File: src/rtl/simd_qmul_pkg.sv
// Package: shared definitions for the packed fractional multiplier.
// Assumes the datapath width is a multiple of the widest lane (16 bits).
package simd_qmul_pkg;

    // Lane layout selected per operation
    typedef enum logic {
        LANES_Q7  = 1'b0,
        LANES_Q15 = 1'b1
    } lane_mode_e;

    localparam int NARROW_W = 8;
    localparam int WIDE_W   = 16;

endpackage

File: src/rtl/qmul_lane.sv
// Module: qmul_lane
// One signed fractional lane. It forms the full product of two W-bit
// fractions and keeps bits [2W-2:W-1], i.e. the product shifted right
// arithmetically by W-1 and truncated to W bits. The single input pair that
// cannot be represented (minimum times minimum) is clamped to the maximum
// positive value and reported on sat_o.
// Assumes W >= 2. Purely combinational.
module qmul_lane #(
    parameter int W = 8
) (
    input  logic [W-1:0] a_i,
    input  logic [W-1:0] b_i,
    output logic [W-1:0] res_o,
    output logic         sat_o
);

    localparam int          PW    = 2 * W;
    localparam logic [W-1:0] MIN_V = {1'b1, {(W-1){1'b0}}};
    localparam logic [W-1:0] MAX_V = {1'b0, {(W-1){1'b1}}};

    logic signed [PW-1:0] prod;
    logic                 both_min;
    logic                 unused_prod_bits;

    // Full-width signed product of the two lane inputs
    always_comb begin
        prod = $signed({{W{a_i[W-1]}}, a_i}) * $signed({{W{b_i[W-1]}}, b_i});
    end

    // Detect the only unrepresentable case
    always_comb begin
        both_min = (a_i == MIN_V) && (b_i == MIN_V);
    end

    // Rescale to the lane's Q format, clamping the lone overflow case
    always_comb begin
        sat_o = both_min;
        if (both_min) begin
            res_o = MAX_V;
        end else begin
            res_o = prod[PW-2:W-1];
        end
    end

    assign unused_prod_bits = ^{prod[PW-1], prod[W-2:0]};

endmodule

File: src/rtl/qmul_lane_bank.sv
// Module: qmul_lane_bank
// Splits two packed operands into DATA_W/LANE_W lanes of equal width. All
// lanes are multiplied in parallel and the results are packed back at the
// same bit positions. The per-lane saturation flags are also returned,
// together with their OR.
// Assumes DATA_W is a multiple of LANE_W. Purely combinational.
module qmul_lane_bank #(
    parameter int DATA_W = 64,
    parameter int LANE_W = 8
) (
    input  logic [DATA_W-1:0]           a_i,
    input  logic [DATA_W-1:0]           b_i,
    output logic [DATA_W-1:0]           res_o,
    output logic [DATA_W/LANE_W-1:0]    lane_sat_o,
    output logic                        any_sat_o
);

    localparam int N_LANES = DATA_W / LANE_W;

    for (genvar g = 0; g < N_LANES; g++) begin : g_lane
        qmul_lane #(
            .W (LANE_W)
        ) u_lane (
            .a_i   (a_i[g*LANE_W +: LANE_W]),
            .b_i   (b_i[g*LANE_W +: LANE_W]),
            .res_o (res_o[g*LANE_W +: LANE_W]),
            .sat_o (lane_sat_o[g])
        );
    end

    // Reduce the per-lane saturation flags to one overflow bit
    always_comb begin
        any_sat_o = |lane_sat_o;
    end

endmodule

File: src/rtl/qmul_sticky.sv
// Module: qmul_sticky
// Sticky overflow flag. A set request always wins over a clear that arrives
// at the same edge, so no overflow event is lost.
// Assumes synchronous active-low reset.
module qmul_sticky (
    input  logic clk,
    input  logic rst_n,
    input  logic set_i,
    input  logic clr_i,
    output logic flag_o
);

    // Accumulate overflow events until cleared
    always_ff @(posedge clk) begin
        if (!rst_n) begin
            flag_o <= 1'b0;
        end else if (set_i) begin
            flag_o <= 1'b1;
        end else if (clr_i) begin
            flag_o <= 1'b0;
        end
    end

endmodule

File: src/rtl/simd_qmul.sv
// Module: simd_qmul (top)
// Packed fractional multiplier with two register stages. Stage 1 captures
// the operands and mode on in_valid. Both lane banks work on the captured
// operands and the mode picks one of their results. Stage 2 registers the
// picked result, the valid bit and the overflow, and feeds the sticky flag.
// Assumes DATA_W is a multiple of 16. Synchronous active-low reset.
module simd_qmul
    import simd_qmul_pkg::*;
#(
    parameter int DATA_W = 64
) (
    input  logic              clk,
    input  logic              rst_n,
    input  logic              in_valid,
    input  logic              in_mode,
    input  logic [DATA_W-1:0] in_a,
    input  logic [DATA_W-1:0] in_b,
    input  logic              ovf_clear,
    output logic              out_valid,
    output logic [DATA_W-1:0] out_result,
    output logic              out_ovf,
    output logic              ovf_sticky
);

    localparam int N_NARROW = DATA_W / NARROW_W;
    localparam int N_WIDE   = DATA_W / WIDE_W;

    logic              s1_valid;
    lane_mode_e        s1_mode;
    logic [DATA_W-1:0] s1_a;
    logic [DATA_W-1:0] s1_b;

    logic [DATA_W-1:0]   narrow_res;
    logic [N_NARROW-1:0] narrow_lane_sat;
    logic                narrow_sat;
    logic [DATA_W-1:0]   wide_res;
    logic [N_WIDE-1:0]   wide_lane_sat;
    logic                wide_sat;

    logic [DATA_W-1:0] pick_res;
    logic              pick_sat;
    logic              ovf_event;

    // Stage 1: capture operands and mode of an accepted operation
    always_ff @(posedge clk) begin
        if (!rst_n) begin
            s1_valid <= 1'b0;
            s1_mode  <= LANES_Q7;
            s1_a     <= '0;
            s1_b     <= '0;
        end else begin
            s1_valid <= in_valid;
            if (in_valid) begin
                s1_mode <= lane_mode_e'(in_mode);
                s1_a    <= in_a;
                s1_b    <= in_b;
            end
        end
    end

    qmul_lane_bank #(
        .DATA_W (DATA_W),
        .LANE_W (NARROW_W)
    ) u_bank_narrow (
        .a_i        (s1_a),
        .b_i        (s1_b),
        .res_o      (narrow_res),
        .lane_sat_o (narrow_lane_sat),
        .any_sat_o  (narrow_sat)
    );

    qmul_lane_bank #(
        .DATA_W (DATA_W),
        .LANE_W (WIDE_W)
    ) u_bank_wide (
        .a_i        (s1_a),
        .b_i        (s1_b),
        .res_o      (wide_res),
        .lane_sat_o (wide_lane_sat),
        .any_sat_o  (wide_sat)
    );

    // Pick the bank that matches the captured lane layout
    always_comb begin
        if (s1_mode == LANES_Q15) begin
            pick_res = wide_res;
            pick_sat = wide_sat;
        end else begin
            pick_res = narrow_res;
            pick_sat = narrow_sat;
        end
    end

    // Overflow only counts for a live operation
    always_comb begin
        ovf_event = s1_valid & pick_sat;
    end

    // Stage 2: present the result, its strobe and its overflow
    always_ff @(posedge clk) begin
        if (!rst_n) begin
            out_valid  <= 1'b0;
            out_result <= '0;
            out_ovf    <= 1'b0;
        end else begin
            out_valid <= s1_valid;
            out_ovf   <= ovf_event;
            if (s1_valid) begin
                out_result <= pick_res;
            end
        end
    end

    qmul_sticky u_sticky (
        .clk    (clk),
        .rst_n  (rst_n),
        .set_i  (ovf_event),
        .clr_i  (ovf_clear),
        .flag_o (ovf_sticky)
    );

endmodule

File: config.mk
export PLATFORM = sky130hd
export DESIGN_NAME = simd_qmul
export DESIGN_NICKNAME = d
export VERILOG_FILES = /design/src/rtl/simd_qmul_pkg.sv /design/src/rtl/qmul_lane.sv /design/src/rtl/qmul_lane_bank.sv /design/src/rtl/qmul_sticky.sv /design/src/rtl/simd_qmul.sv
export SDC_FILE = /design/constraint.sdc
export NUM_CORES = 2
export LEC_CHECK = 0
export ABC_CLOCK_PERIOD_IN_PS = 6700
export BUFFER_PORTS_ARGS = -buffer_cell sky130_fd_sc_hd__buf_2
export CAP_MARGIN = 15
export CORE_MARGIN = 2
export CORE_UTILIZATION = 30
export CTS_CLUSTER_SIZE = 10
export DETAILED_ROUTE_END_ITERATION = 16
export HOLD_SLACK_MARGIN = 0.02
export PLACE_DENSITY = 0.57
export SYNTH_ARGS = -nofsm -noshare
export SYNTH_HDL_FRONTEND = slang
export SYNTH_SLANG_ARGS = --single-unit
File: constraint.sdc
create_clock -name clk -period 6.7 [get_ports clk]
set_clock_uncertainty 0.15 [all_clocks]
set_input_delay 0.67 -clock clk [delete_from_list [all_inputs] [get_ports clk]]
set_output_delay 0.67 -clock clk [all_outputs]
set_load 0.01 [all_outputs]
Word level (Yosys, flattened, before mapping)
Index checks and enable logic that the tools add are counted.
{"block": "classes", "n_mul": 12, "eq_ne": 24, "n_reduce_logical": 15, "bitwise_logic": 1, "muxes": 16}
{"operator": "16-bit == test, second input constant", "count": 8}
{"operator": "8-bit == test, second input constant", "count": 16}
{"operator": "16-bit by 16-bit multiplier with 31-bit output", "count": 4}
{"operator": "8-bit by 8-bit multiplier with 15-bit output", "count": 8}
{"operator": "16-bit two-way mux", "count": 4}
{"operator": "64-bit two-way mux", "count": 1}
{"operator": "8-bit two-way mux", "count": 8}
{"operator": "1-bit logical AND", "count": 12}
{"operator": "8-bit OR reduction", "count": 1}
{"operator": "4-bit OR reduction", "count": 1}
{"operator": "1-bit two-way mux", "count": 3}
{"operator": "2-bit nonzero test", "count": 1}
{"operator": "1-bit bitwise AND", "count": 1}
{"block": "totals", "reg_bits": 197, "wordCells": 76, "output_inout_bits": 67}

Logic depth before layout (Yosys ltp)
{"block": "depth", "word_depth": 6, "ltp_mapped": 24}

Cells and area by module
From an unflattened synthesis, not the netlist that was laid out.
{"block": "hier_totals", "hier_cells": 7163, "area_unflattened_um2": 65126.2}
{"module": "qmul_lane (u_bank_wide.g_lane[0].u_lane ...)", "seq_area_each_um2": 0.0, "area_each_um2": 9669.3, "n_inst": 3, "cells_each": 1095}
{"module": "qmul_lane (u_bank_narrow.g_lane[0].u_lane ...)", "seq_area_each_um2": 0.0, "area_each_um2": 2382.3, "n_inst": 5, "cells_each": 268}
{"module": "qmul_lane (u_bank_wide.g_lane[3].u_lane)", "seq_area_each_um2": 0.0, "area_each_um2": 9356.5, "n_inst": 1, "cells_each": 1034}
{"module": "simd_qmul", "seq_area_each_um2": 3923.8, "area_each_um2": 7761.2, "n_inst": 1, "cells_each": 709}
{"module": "qmul_lane (u_bank_narrow.g_lane[6].u_lane ...)", "seq_area_each_um2": 0.0, "area_each_um2": 2323.5, "n_inst": 2, "cells_each": 260}
{"module": "qmul_lane (u_bank_narrow.g_lane[5].u_lane)", "seq_area_each_um2": 0.0, "area_each_um2": 2377.3, "n_inst": 1, "cells_each": 268}
{"module": "qmul_sticky", "seq_area_each_um2": 20.0, "area_each_um2": 41.3, "n_inst": 1, "cells_each": 3}
{"module": "qmul_lane_bank (u_bank_narrow)", "seq_area_each_um2": 0.0, "area_each_um2": 16.3, "n_inst": 1, "cells_each": 3}
{"module": "qmul_lane_bank (u_bank_wide)", "seq_area_each_um2": 0.0, "area_each_um2": 7.5, "n_inst": 1, "cells_each": 1}

Least setup slack after synthesis
Ideal clock, no wire load.
{"block": "synth_path", "kind": "flip-flop to flip-flop", "startpoint": "register s1_b[55]", "endpoint": "register out_result[61]", "synth_period_minus_slack_ns": 6.368, "slack_ns": 0.332, "setup_time_ns": 0.117, "path_stages_with_launch": 22, "required_ns": 6.433, "arrival_ns": 6.102, "cell_sequence": "dfxtp_1 clkbuf_1 clkbuf_1 nand2_1 fa_1 inv_1 fa_1 fa_1 fa_1 fa_1 inv_1 fa_1 inv_1 ha_1 nand4_1 a2111o_1 a311o_1 a21oi_2 o2111a_1 o21a_1 o21ai_1 a22o_1"}
{"block": "synth_between", "elab_chain_cells": 4, "elab_cells_between_ends": 5}
{"item": "start, declared", "line": "simd_qmul.sv:31", "rtl": "logic [DATA_W-1:0] s1_b;"}
{"item": "start signal, assigned", "line": "simd_qmul.sv:56", "rtl": "s1_b <= in_b;"}
{"item": "parallel branches: the longest is 2 deep, another holds 16-bit by 16-bit multiplier with 31-bit output"}
{"item": "16-bit two-way mux (*)", "line": "qmul_lane.sv:38", "rtl": "if (both_min) begin"}
{"item": "64-bit two-way mux (*)", "line": "simd_qmul.sv:85", "rtl": "if (s1_mode == LANES_Q15) begin"}
{"item": "end signal, assigned", "line": "simd_qmul.sv:109", "rtl": "out_result <= pick_res;"}
{"item": "end, declared", "line": "simd_qmul.sv:20", "rtl": "output logic [DATA_W-1:0] out_result,"}
Every way passes the cells marked *.
A chain may end at the register's enable or synchronous reset.

Worst setup path in the final report
{"block": "layout_path", "startpoint": "register s1_a[58]", "endpoint": "register out_result[54]"}
{"block": "layout_between", "elab_chain_cells": 4, "elab_cells_between_ends": 5}
{"item": "start, declared", "line": "simd_qmul.sv:30", "rtl": "logic [DATA_W-1:0] s1_a;"}
{"item": "start signal, assigned", "line": "simd_qmul.sv:55", "rtl": "s1_a <= in_a;"}
{"item": "parallel branches: the longest is 2 deep, another holds 16-bit by 16-bit multiplier with 31-bit output"}
{"item": "16-bit two-way mux (*)", "line": "qmul_lane.sv:38"}
{"item": "64-bit two-way mux (*)", "line": "simd_qmul.sv:85"}
Marks and branches as above.

==> flow_summary_export.csv <==
group,metric,value,unit
timing,post-route-period-util,0.966,
critical_path,max_stage_delay,520,ps
finish,fill_cells,20000,
global_route,overflow,0,
timing,worstMarginPinSlew,1000,ps
floorplanning,initial_core_util,0.301,
synthesis,ys_ff_latch,197,
place,dp.cells,9094,
synthesis,synth_top_area_cell,"fa_1",
routing,drt-initial-drc-count,2033,
floorplanning,die_y,446,um
clocking,clk_latency,570,ps
critical_path,crit_fanout,7,
critical_path,critPathSlowestCell,"fa_1",
timing,setup_viol,0,
global_route,grt_use_total,0.175,
finish,syn_to_final_growth,10.8,%
global_route,grt_pass1_vias,46400,
routing,drt-total-wl,166,mm
floorplanning,core.rowCount,162,
finish,drive_above_1_share,0.0940,
synthesis,yosys_warnings,0,
clocking,cts_tree,"yes",
finish,nNetsFinal,8554,
critical_path,crit_path_start,"s1_a[58]",
min_path,hold_class,"input pin to flop",
place,numPortBuffers,199,
critical_path,path_class,"flop to flop",
global_route,grt_max_degree,74,
floorplanning,core,0.194,sq mm
timing,fmax,154,MHz
routing,wl_per_cell,18.1,um
run,drv_cap,0,
synthesis,syn_nets,8301,
timing,fin_ws,226,ps
synthesis,synth.area.top_cells,"fa_1, ha_1, inv_1",
synthesis,synth.cells.most_frequent,"inv_1, fa_1, and2_1",
synthesis,synth_top_cell_area_share,0.457,
routing,dr_total_vias,41500,
routing,detail_route.vias_per_cell,4.55,
critical_path,critPathTopFamily,"adder cells",
place,dp_slack,-12.0,ps
floorplanning,dieArea,0.199,sq mm
clocking,numCtsBuffers,17,
synthesis,syn_inst,6320,
synthesis,synth-seq-area-share,0.0674,
floorplanning,die_w,446,um
critical_path,critPathRequiredTime,7050,ps
clocking,htree_levels,4,
power,peakVddDrop,245,uV
timing,hold_violations,0,
critical_path,crit_top_cell,"fa_1",
run_status,status,"finished, final reports clean",
synthesis,avgSynthCellArea,9.26,sq um
critical_path,cp-start-kind,"flop",
global_route,grt_pass1_wl,266,mm
timing,post-route-min-period,6470,ps
timing,fin_tns_setup,0,ps
routing,antenna_left,0,
finish,final_cells,9134,
finish,fin_area,0.0649,sq mm
power,powerDensity,105,mW/mm^2
floorplanning,ios,200,
synthesis,synth_area,0.0585,sq mm
min_path,min_from,"in_b[33]",
synthesis,ys_types,77,
finish,fin_util,0.334,
critical_path,critical_path.endpoint_type,"flop",
place,globalplace.congestion,0.879,
power,power,6.82,mW
clocking,cts_root_buf,"clkbuf_16",
critical_path,cp_num_buf_inv,3,
clocking,clk_path_buf_depth,2,
power,leakage,33.7,nW
global_route,antenna_found_initial,15,
place,dpl.hpwl,143,mm
synthesis,synth.most_common_cell,"inv_1",
synthesis,synthArstFlopShare,0,
critical_path,worst_ep_arrival_time,6820,ps
timing,slew_headroom,0.331,
timing,whs,200,ps
critical_path,crit_chain,"nand2_1, fa_1, fa_1, fa_1, inv_1, fa_1, fa_1, inv_1, fa_1, inv_1, ha_1, o21a_1, o211ai_1, a2111o_1, a311o_2, a21boi_2, nor2_1, xnor2_1, o221ai_1, a21boi_1",
synthesis,synth-main-ff-cell,"dfxtp_1",
timing,report.final.slew_viol_count,0,
routing,drt_pre_antenna_iters,5,
critical_path,r2r-start,"s1_a[58]",
place,dpl-instance-area,0.0641,sq mm
clocking,clock-sinks,197,
routing,drc,0,
clocking,clk_pin_slew,100,ps
clocking,cts-hold-fix-buffers,0,
synthesis,synth_edf_count,0,
[worst reg2reg max path, delay by kind of cell, from the launching register on]
kind	cells	cell delay [ps]
AOI/OAI and AO/OA	7	1740
buffers and inverters	3	160
adders and majority gates	7	3330
xor gates and xnor gates	1	320
DFF	1	490
and+or+nand+nor	2	230
[logic make-up after synthesis]
| kind of cell | count (synthesis) | share of synthesized area |
|---|---|---|
| adder cells (fa/ha/maj) | 1848 | 0.566 |
| flip-flops | 197 | 0.0674 |
| AO/OA/AOI/OAI | 420 | 0.0484 |
| AND/OR/NAND/NOR | 1593 | 0.142 |
| XOR/XNOR | 186 | 0.0278 |
| multiplexers | 135 | 0.0231 |
| buffers and inverters | 1941 | 0.125 |
[per-layer routing]
metal / vias to the layer above / global-route usage / wire, um
met2: 765 / 0.307 / 83400
met1: 21300 / 0.214 / 67400
met5: - / 0 / 54
li1: 19200 / - / -
met4: 8 / 0.0807 / 8930
met3: 242 / 0.0203 / 5810
[report_power, final]
part | internal (mW) | total [mW] | leakage [nW] | switching, mW
registers | 1.26 | 1.45 | 1.64 | 0.189
clock network | 0.530 | 1.18 | 0.284 | 0.650
logic | 1.81 | 4.20 | 31.8 | 2.38
total | 3.60 | 6.82 | 33.7 | 3.22
[flip-flops by register name, summed over array words and instances (netlist names)]
register	count
u_sticky.flag_o	1
s1_b	64
out_ovf	1
s1_a	64
s1_mode	1
out_valid	1
out_result	64
s1_valid	1
[repair_timing]
action                                  in CTS  in global routing
setup buffers                                0                  2
pin swaps                                    0                  3
gates cloned                                 0                  0
resized for setup                            1                 72
endpoints found under the setup margin       1                 32
[final cells by class]
cell class	instances	area (sq um)	share of cell area
antenna	6	15.0	0.000231
sequential	197	4020	0.0620
inverter	1676	6290	0.0970
tap	2542	3180	0.0490
multi-input combinational	4182	47400	0.730
clock inverter	15	161	0.00249
timing repair buffer	499	3410	0.0526
clock buffer	17	425	0.00656
[cells in the final DEF, fill, tap and decap left out, types with 27 or more instances in the layout]
cell      count
nor2_1      126
buf_2       197
nor3_1       29
nand2b_1     81
xor2_1       40
nor2b_1     148
and2_1      530
a21oi_1      99
mux2i_1     134
xnor2_1     145
nand2_1     519
nor4_1       29
ha_1        512
dfxtp_2      51
o21ai_1      33
o21a_1       27
dfxtp_1     142
o21ai_0      51
nand3_1      34
buf_4       288
fa_1       1332
inv_1      1669
a21o_1       41
[path summary, 6_finish.rpt]
check / to / slack (ps) / cells past startpoint
worst max-delay path: out_result[54] / 230 / 20
worst min-delay path: s1_b[33] / 200 / 3
worst max register to register: out_result[54] / 230 / 20
worst min register to register: out_result[6] / 290 / 2
(Power assumes the default switching activity.)
